## src/rtl/marchBistPkg.sv

```systemverilog
package marchBistPkg;

  localparam int ELEM_W = 4;
  localparam int OP_W   = 2;

  typedef enum logic [1:0] {
    ALG_CMINUS   = 2'd0,
    ALG_CMINUS_X = 2'd1,
    ALG_CL_X     = 2'd2,
    ALG_ALIAS    = 2'd3
  } alg_e;

  // One element descriptor: operation k is a write when wrMask[k] is 1, and uses valMask[k] as its data bit.
  typedef struct packed {
    logic       isWait;
    logic       down;
    logic [1:0] nOps;
    logic [2:0] wrMask;
    logic [2:0] valMask;
    logic       last;
  } elem_t;

  // Strobes from the control to the datapath for one cycle.
  typedef struct packed {
    logic              clr;
    logic              wr;
    logic              rd;
    logic              dataBit;
    logic [ELEM_W-1:0] elem;
    logic [OP_W-1:0]   op;
  } strobe_t;

  function automatic elem_t mkElem(input logic dn, input logic [1:0] n,
                                   input logic [2:0] wr, input logic [2:0] val);
    elem_t e;
    e.isWait  = 1'b0;
    e.down    = dn;
    e.nOps    = n;
    e.wrMask  = wr;
    e.valMask = val;
    e.last    = 1'b0;
    return e;
  endfunction

  function automatic logic [ELEM_W-1:0] baseLen(input alg_e alg);
    return (alg == ALG_CL_X) ? 4'd8 : 4'd6;
  endfunction

  function automatic elem_t elemRom(input alg_e alg, input logic ret, input logic [ELEM_W-1:0] idx);
    elem_t e;
    logic [ELEM_W-1:0] bl;
    logic [ELEM_W-1:0] t;
    bl = baseLen(alg);
    t  = idx - bl;
    e  = mkElem(1'b0, 2'd1, 3'b001, 3'b000);
    if (idx < bl) begin
      if (alg == ALG_CL_X) begin
        case (idx)
          4'd1:    e = mkElem(1'b0, 2'd3, 3'b010, 3'b110);
          4'd2:    e = mkElem(1'b0, 2'd2, 3'b010, 3'b001);
          4'd3:    e = mkElem(1'b0, 2'd1, 3'b000, 3'b000);
          4'd4:    e = mkElem(1'b1, 2'd2, 3'b010, 3'b010);
          4'd5:    e = mkElem(1'b0, 2'd1, 3'b000, 3'b001);
          4'd6:    e = mkElem(1'b1, 2'd2, 3'b010, 3'b001);
          4'd7:    e = mkElem(1'b0, 2'd1, 3'b000, 3'b000);
          default: e = mkElem(1'b0, 2'd1, 3'b001, 3'b000);
        endcase
      end else begin
        case (idx)
          4'd1:    e = (alg == ALG_CMINUS_X) ? mkElem(1'b0, 2'd3, 3'b010, 3'b110)
                                             : mkElem(1'b0, 2'd2, 3'b010, 3'b010);
          4'd2:    e = mkElem(1'b0, 2'd2, 3'b010, 3'b001);
          4'd3:    e = mkElem(1'b1, 2'd2, 3'b010, 3'b010);
          4'd4:    e = mkElem(1'b1, 2'd2, 3'b010, 3'b001);
          4'd5:    e = mkElem(1'b0, 2'd1, 3'b000, 3'b000);
          default: e = mkElem(1'b0, 2'd1, 3'b001, 3'b000);
        endcase
      end
      e.last = !ret && (idx == bl - 4'd1);
    end else begin
      case (t)
        4'd0, 4'd2: begin
          e        = '0;
          e.isWait = 1'b1;
        end
        4'd1:    e = mkElem(1'b0, 2'd2, 3'b010, 3'b010);
        default: begin
          e      = mkElem(1'b0, 2'd1, 3'b000, 3'b001);
          e.last = 1'b1;
        end
      endcase
    end
    return e;
  endfunction

endpackage

```

## src/rtl/marchBistCtrl.sv

```systemverilog
module marchBistCtrl
  import marchBistPkg::*;
#(
  parameter int ADDR_W      = 5,
  parameter int HOLD_CYCLES = 64
) (
  input  logic              clk,
  input  logic              rstN,
  input  logic              start,
  input  logic [1:0]        algSel,
  input  logic              retEn,
  output strobe_t           stb,
  output logic [ADDR_W-1:0] addr,
  output logic              busy,
  output logic              done
);

  localparam int HOLD_W = (HOLD_CYCLES > 1) ? $clog2(HOLD_CYCLES) : 1;
  localparam logic [HOLD_W-1:0] HOLD_LAST = HOLD_W'(HOLD_CYCLES - 1);
  localparam logic [ADDR_W-1:0] STEP_LAST = '1;

  typedef enum logic [1:0] {ST_IDLE, ST_RUN, ST_DRAIN} state_e;

  state_e            state;
  alg_e              alg;
  logic              ret;
  logic [ELEM_W-1:0] elemIdx;
  logic [OP_W-1:0]   opIdx;
  logic [ADDR_W-1:0] stepQ;
  logic [HOLD_W-1:0] waitCnt;
  logic              doneQ;

  elem_t cur;
  logic  opLast, stepEnd, opWr, issue;

  always_comb begin
    cur     = elemRom(alg, ret, elemIdx);
    opLast  = (opIdx == cur.nOps - 2'd1);
    stepEnd = (stepQ == STEP_LAST);
    opWr    = cur.wrMask[opIdx];
    issue   = (state == ST_RUN) && !cur.isWait;
  end

  // A descending walk is the bitwise mirror of the ascending step count.
  assign addr = cur.down ? ~stepQ : stepQ;

  always_comb begin
    stb.clr     = (state == ST_IDLE) && start;
    stb.wr      = issue && opWr;
    stb.rd      = issue && !opWr;
    stb.dataBit = cur.valMask[opIdx];
    stb.elem    = elemIdx;
    stb.op      = opIdx;
  end

  always_ff @(posedge clk or negedge rstN) begin
    if (!rstN) begin
      state   <= ST_IDLE;
      alg     <= ALG_CMINUS;
      ret     <= 1'b0;
      elemIdx <= '0;
      opIdx   <= '0;
      stepQ   <= '0;
      waitCnt <= '0;
      doneQ   <= 1'b0;
    end else begin
      doneQ <= 1'b0;
      case (state)
        ST_IDLE: begin
          if (start) begin
            alg     <= alg_e'(algSel);
            ret     <= retEn;
            elemIdx <= '0;
            opIdx   <= '0;
            stepQ   <= '0;
            waitCnt <= '0;
            state   <= ST_RUN;
          end
        end
        ST_RUN: begin
          if (cur.isWait) begin
            if (waitCnt == HOLD_LAST) begin
              waitCnt <= '0;
              elemIdx <= elemIdx + 4'd1;
            end else begin
              waitCnt <= waitCnt + 1'b1;
            end
          end else if (!opLast) begin
            opIdx <= opIdx + 2'd1;
          end else begin
            opIdx <= '0;
            if (!stepEnd) begin
              stepQ <= stepQ + 1'b1;
            end else begin
              stepQ <= '0;
              if (cur.last) state <= ST_DRAIN;
              else          elemIdx <= elemIdx + 4'd1;
            end
          end
        end
        default: begin
          state <= ST_IDLE;
          doneQ <= 1'b1;
        end
      endcase
    end
  end

  assign busy = (state != ST_IDLE);
  assign done = doneQ;

endmodule

```

## src/rtl/marchBistDp.sv

```systemverilog
module marchBistDp
  import marchBistPkg::*;
#(
  parameter int ADDR_W = 5,
  parameter int DATA_W = 8
) (
  input  logic              clk,
  input  logic              rstN,
  input  strobe_t           stb,
  input  logic [ADDR_W-1:0] addrIn,
  output logic [ADDR_W-1:0] memAddr,
  output logic [DATA_W-1:0] memWdata,
  output logic              memWe,
  output logic              memRe,
  input  logic [DATA_W-1:0] memRdata,
  output logic              fail,
  output logic              multiFail,
  output logic [ADDR_W-1:0] failAddr,
  output logic [ELEM_W-1:0] failElem,
  output logic [OP_W-1:0]   failOp,
  output logic              failStuckHigh
);

  assign memAddr  = addrIn;
  assign memWe    = stb.wr;
  assign memRe    = stb.rd;
  assign memWdata = {DATA_W{stb.dataBit}};

  // Context of the read in flight, compared in the next cycle.
  logic              pendV;
  logic              pendExp;
  logic [ADDR_W-1:0] pendAddr;
  logic [ELEM_W-1:0] pendElem;
  logic [OP_W-1:0]   pendOp;
  logic              mismatch;

  always_ff @(posedge clk or negedge rstN) begin
    if (!rstN) begin
      pendV    <= 1'b0;
      pendExp  <= 1'b0;
      pendAddr <= '0;
      pendElem <= '0;
      pendOp   <= '0;
    end else begin
      pendV <= stb.rd;
      if (stb.rd) begin
        pendExp  <= stb.dataBit;
        pendAddr <= addrIn;
        pendElem <= stb.elem;
        pendOp   <= stb.op;
      end
    end
  end

  assign mismatch = pendV && (memRdata != {DATA_W{pendExp}});

  always_ff @(posedge clk or negedge rstN) begin
    if (!rstN) begin
      fail          <= 1'b0;
      multiFail     <= 1'b0;
      failAddr      <= '0;
      failElem      <= '0;
      failOp        <= '0;
      failStuckHigh <= 1'b0;
    end else if (stb.clr) begin
      fail          <= 1'b0;
      multiFail     <= 1'b0;
      failAddr      <= '0;
      failElem      <= '0;
      failOp        <= '0;
      failStuckHigh <= 1'b0;
    end else if (mismatch) begin
      if (!fail) begin
        fail          <= 1'b1;
        failAddr      <= pendAddr;
        failElem      <= pendElem;
        failOp        <= pendOp;
        failStuckHigh <= !pendExp;
      end else begin
        multiFail <= 1'b1;
      end
    end
  end

endmodule

```

## src/rtl/marchBist.sv

```systemverilog
module marchBist
  import marchBistPkg::*;
#(
  parameter int ADDR_W      = 5,
  parameter int DATA_W      = 8,
  parameter int HOLD_CYCLES = 64
) (
  input  logic              clk,
  input  logic              rstN,
  input  logic              start,
  input  logic [1:0]        algSel,
  input  logic              retEn,
  output logic [ADDR_W-1:0] memAddr,
  output logic [DATA_W-1:0] memWdata,
  output logic              memWe,
  output logic              memRe,
  input  logic [DATA_W-1:0] memRdata,
  output logic              busy,
  output logic              done,
  output logic              fail,
  output logic              multiFail,
  output logic [ADDR_W-1:0] failAddr,
  output logic [3:0]        failElem,
  output logic [1:0]        failOp,
  output logic              failStuckHigh
);

  strobe_t           stb;
  logic [ADDR_W-1:0] ctlAddr;

  marchBistCtrl #(.ADDR_W(ADDR_W), .HOLD_CYCLES(HOLD_CYCLES)) ctrl (
    .clk(clk), .rstN(rstN), .start(start), .algSel(algSel), .retEn(retEn),
    .stb(stb), .addr(ctlAddr), .busy(busy), .done(done)
  );

  marchBistDp #(.ADDR_W(ADDR_W), .DATA_W(DATA_W)) dp (
    .clk(clk), .rstN(rstN), .stb(stb), .addrIn(ctlAddr),
    .memAddr(memAddr), .memWdata(memWdata), .memWe(memWe), .memRe(memRe),
    .memRdata(memRdata), .fail(fail), .multiFail(multiFail),
    .failAddr(failAddr), .failElem(failElem), .failOp(failOp),
    .failStuckHigh(failStuckHigh)
  );

endmodule

```

## config.mk

```make
export PLATFORM = sky130hd
export DESIGN_NAME = marchBist
export DESIGN_NICKNAME = d
export VERILOG_FILES = /design/src/rtl/marchBistPkg.sv /design/src/rtl/marchBistCtrl.sv /design/src/rtl/marchBistDp.sv /design/src/rtl/marchBist.sv
export SDC_FILE = /design/constraint.sdc
export NUM_CORES = 1
export LEC_CHECK = 0
export ABC_CLOCK_PERIOD_IN_PS = 3600
export BUFFER_PORTS_ARGS = -buffer_cell sky130_fd_sc_hd__buf_2
export CORE_MARGIN = 4
export CORE_UTILIZATION = 55
export CTS_BUF_LIST = sky130_fd_sc_hd__clkbuf_4 sky130_fd_sc_hd__clkbuf_8
export CTS_CLUSTER_SIZE = 12
export DETAILED_ROUTE_END_ITERATION = 7
export MAX_ROUTING_LAYER = met4
export PLACE_DENSITY = 0.77
export SKIP_LAST_GASP = 1
export SLEW_MARGIN = 40
export SYNTH_ARGS = -nofsm -noshare
export SYNTH_HDL_FRONTEND = slang
export SYNTH_HIERARCHICAL = 1
export SYNTH_SLANG_ARGS = --single-unit
```

## constraint.sdc

```tcl
create_clock -name clk -period 3.6 [get_ports clk]
set_input_delay 0.36 -clock clk [delete_from_list [all_inputs] [get_ports clk]]
set_output_delay 0.36 -clock clk [all_outputs]
set_load 0.1 [all_outputs]
```

### Word-level counts from Yosys, hierarchy flattened

Index checks and enable logic that the tools add are counted.
W data, S select, Z words.

* add/sub/neg operators: 7
* order comparisons: 2
* bitwise gates (word level): 1
* eq/ne operators: 28
* mux-type cells: 56
* reduce and logical (&&, ||, !) cells: 27

Operator list (count)
* $pmux W10 S6: 1
* $pmux W11 S5: 1
* $mux W4: 10
* $mux W5: 8
* $mux W11: 2
* $mux W2: 11
* $pmux W11 S2: 1
* $mux W6: 3
* $eq A4 B3 Y1 const B: 4
* $eq A4 B2 Y1 const B: 3
* $pmux W6 S2: 1
* $mux W1: 11
* $pmux W5 S2: 1
* $eq A4 B1 Y1 const B: 2
* $mux W8: 1
* $ne A2 B1 Y1 const B: 4
* $ne A8 B8 Y1: 1
* $pmux W2 S2: 2
* $pmux W4 S2: 1
* $reduce_bool A2 Y1: 4
* $add A6 B1 Y6 const B: 1
* $eq A6 B6 Y1 const B: 1
* $logic_and A1 B1 Y1: 6
* $ne A2 B2 Y1 const B: 3
* other kinds (27): 38

* bits of input ports: 14
* word-level logic and storage cells: 140
* register bits after elaboration: 50
* output and inout bits: 31

### Logic depth before layout (Yosys ltp)

* depth in word-level cells: 12
* gate-level depth with buffers: 13
* depth with buffers taken out: 11

### Modules after synthesis

Netlist, hierarchy kept.

Modules (own cells, without submodules)
* marchBistCtrl: cells each 214, times used 1, area an instance 1780.5 sq um, seq. area each 575.6 sq um
* marchBistDp: cells each 109, times used 1, area an instance 1325.0 sq um, seq. area each 675.6 sq um

### Worst setup path before layout

Ideal clock, no wire load.

* path kind: register -> output
* from: register ctrl.alg[0]
* to: output port memWdata[0]
* buffers on the path: 2
* data required time: 3240 ps
* slack: 392 ps
* cell stages (with the launch flop): 12
* arrival: 2848 ps
* cells stage by stage: dfrtp_1 > nand2b_1 > buf_2 > ha_1 > fa_1 > xnor2_1 > a211oi_1 > nand3_1 > o31ai_1 > a21oi_1 > o22ai_1 > buf_4

RTL lines
* start, declared: RTL line marchBistCtrl.sv:25 `alg_e alg;`
* start signal, assigned: RTL line marchBistCtrl.sv:71 `alg <= alg_e'(algSel);`
* end, declared: RTL line marchBist.sv:14 `output logic [DATA_W-1:0] memWdata,`

### Worst setup path after layout

* from: register ctrl.alg[0]
* to: output port memWdata[1]

* word-level cells in the longest chain between the ends: 9
* elaborated cells between the ends (all ways): 16
* those cells by class: add/sub (1); order compare (1); eq/ne (4); mux (8); reduce/logical (2)

Ends and longest elaborated chain
* $eq A2 B2 Y1: RTL line marchBistPkg.sv:46, marchBistPkg.sv:57
* $mux W4: RTL line marchBistPkg.sv:46 `return (alg == ALG_CL_X) ? 4'd8 : 4'd6;`
* $sub A4 B4 Y4: RTL line marchBistPkg.sv:54 `t = idx - bl;`
* $eq A4 B2 Y1 / $logic_not A4 Y1 (equally long branches): RTL line marchBistPkg.sv:81 `case (t)`
* $reduce_or A2 Y1: RTL line marchBistPkg.sv:81
* $pmux W11 S2: RTL line marchBistPkg.sv:81
* $mux W11 (*): RTL line marchBistPkg.sv:56 `if (idx < bl) begin`
* $bmux W1 S2 (*): RTL line marchBistCtrl.sv:51 `stb.dataBit = cur.valMask[opIdx];`
* $mux W1 (not written as such) (*): RTL line marchBistCtrl.sv:51

Mark *: on every way between the ends. The rest lies on a longest branch, timed or not. The select of a mux whose other input is x is not followed.

==> metrics.txt <==
CTS Buffer Depth=2; setup violators final=0; Worst-Margin Slew=about 730 ps; Worst Path Max Fanout=9; Post-CTS Setup Repair Bufs=0; first-pass GRT wire length=roughly 12000 um; final hold vios=0; vias in the first global route=2469; Slew Viols, Final=0; reg2reg setup slack=between 300 and 400 ps; P&R area growth vs syn=19.02%; # diodes=0; drt drc=0; Primary FF master, synth=dfrtp_1; die area=between 0.006 and 0.007 mm^2; CTS sink cnt=50; Startpoint Class=flop; die width=between 80 and 90 um; Slew HR=between 50% and 60%; top-level I/O count=45; Fin Setup TNS=0 ps; synth warn=6; grt ovf=0; crit path DAT=approximately 3000 ps; antenna violations before repair=0; Buffers on Ports=between 40 and 50; sequential cell area fraction in the yosys report=between 40% and 50%; outcome=finished, final reports clean; Worst Setup End Kind=primary output; CTS HTree Levels=2; main area contributors after synthesis=dfrtp_1 (40%), nand2b_1 (5.4%), mux2_2 (4.4%), ha_1 (4.0%), mux2i_1 (3.9%); max-cap violation count=0; CTS Root Cell=clkbuf_8; top-count cell post-synth=dfrtp_1; Synth area leader=dfrtp_1; async set or reset register ratio after synthesis=100.0%; initial core utilization=56.40%; #FFs+latches synth=50; CTS tree=built; Avg WL per Cell=around 15 um; DP Wirelength=4921 um; fin util=between 60 and 70%; Worst-Skew Late Latency=around 310 ps; Post-Layout Cell Count=434; total CTS buffers=5; worst path cell trace=nand2b_1 -> ha_1 -> fa_1 -> xnor2_1 -> nand2b_1 -> nor3b_1 -> a211oi_1 -> a21oi_1 -> o22ai_1 -> buf_12 -> buf_12; Post-Synthesis Net Count=about 350; Tmin final=around 3400 ps; slowest stage delay, CP=420 ps; Die Y=slightly above 80 um; Cell variety after synth=between 60 and 70; First-pass DRT Iterations=4; DP Cell Count=425; Worst EP required=between 3000 and 4000 ps; Buf/Inv on CP=2; Total GRT Usage=between 20% and 30%; unrepaired setup endpoints after global routing=false; floorplan core area=approximately 0.0055 mm^2; top-area cell type share of the netlist area=roughly two fifths; number of nets in the layout=roughly 390; synthesized area=around 0.0031 mm^2; CP delay by family, top=simple AND/OR/NAND/NOR gates; Setup CP Type=reg -> out; worst min path class=in -> reg; via count=2479; Vias per Instance=between 5 and 6; most frequent cells after synthesis=dfrtp_1 (50), nand2_1 (29), nand2b_1 (27); syn_area_per_cell=approximately 9.6 um^2; depth of the critical timing path with buffers and inverters included=11; row cnt=27; clk_skew=roughly 8.9 ps; RD Place Congestion=0.9536; post-synthesis instance total=323; R2R cell count=13; final worst path period share=a little over 90%; fmax=297.4 MHz; hold path cells=3; Clock transition at path regs=about 100 ps; wirelength, routed=6606 um; drt initial violations=roughly 120; CP max stage cell=nor3b_1; antenna-violating nets left=0; largest net degree at the start of global routing=31; EDFF count, synth=0; share of cells above drive strength 1=27.90%
## layout make-up
cell class	count	area [um^2]
Inverter	9	33.78
Timing Repair Buffer	62	595.6
Clock inverter	3	28.78
Clock buffer	5	68.82
Sequential cell	50	1251
Multi-Input combinational cell	233	1628
Fill cell	418	1810
Tap cell	72	90.09
## metal layers
layer	vias up	routed length (um)	global-route usage [%]
met2	71	3180	33.31
met4	0	112	6.241
met1	1181	3011	26.52
met5	-	0	-
li1	1214	-	-
met3	13	303	4.167
## metrics by stage
stage / hold WS, ps / setup slack (ps) / cell area (um^2)
after detailed placement: 332.9 / 232.1 / 3577
after floorplan: 64.41 / 392.0 / 3105
after global placement: 331.3 / 216.5 / 3575
final: 242.9 / 238.0 / 3696
after global routing: 255.4 / 57.17 / 3696
after CTS: 238.6 / 64.98 / 3685
## timing repair
item	CTS	global route
hold buffers	1	0
hold endpoints to repair	20	0
setup endpoints to repair	0	2
gates resized for setup	0	2
## sequential cells by signal (all words and copies together), names as in the netlist, 2 cells and up
register and flops:
ctrl/state 2, ctrl/opIdx 2, dp/failOp 2, ctrl/alg 2, ctrl/waitCnt 6, ctrl/stepQ 5, dp/pendOp 2, ctrl/elemIdx 4
dp/pendAddr 5, dp/failAddr 5, dp/pendElem 4, dp/failElem 4
## cells by family after synthesis
kind of cell / count (synthesis) / synth area share, %
compound gates: 61 / 14.30
xor+xnor: 7 / 1.974
fa+ha+maj: 11 / 4.674
buf+inv: 40 / 7.736
flops: 50 / 40.29
mux: 25 / 8.703
simple gates: 129 / 22.32
## worst min-delay path, stage by stage
cell and delay [ps]:
buf_2 70, nand2_1 40, nand2_1 50
## placed cells by master (no fill, tap or decap), types with 6 or more instances in the layout
cell type | Yosys | routed
dfrtp_1 | 50 | 50
nand2_1 | 29 | 29
buf_2 | 2 | 29
nand2b_1 | 27 | 27
nor2_1 | 18 | 17
buf_4 | 15 | 16
buf_12 | 1 | 16
mux2i_1 | 12 | 12
mux2_2 | 12 | 12
a21oi_1 | 11 | 11
nand3_1 | 11 | 11
o21ai_0 | 11 | 11
nor3_1 | 11 | 10
ha_1 | 10 | 10
inv_1 | 7 | 7
and3_1 | 7 | 7
xor2_1 | 6 | 6
## path summary, 6_finish.rpt
check                            start              end
max reg2reg                ctrl/alg[0]  ctrl/elemIdx[3]
max                        ctrl/alg[0]      memWdata[1]
min reg2reg                   ctrl/ret         ctrl/ret
min                          algSel[1]      ctrl/alg[1]
max in group asynchronous         rstN        ctrl/done
min in group asynchronous         rstN   dp/failAddr[0]
Power is not shown: default switching activity piles up to over one toggle a cycle in this logic, so the estimate is an artifact.
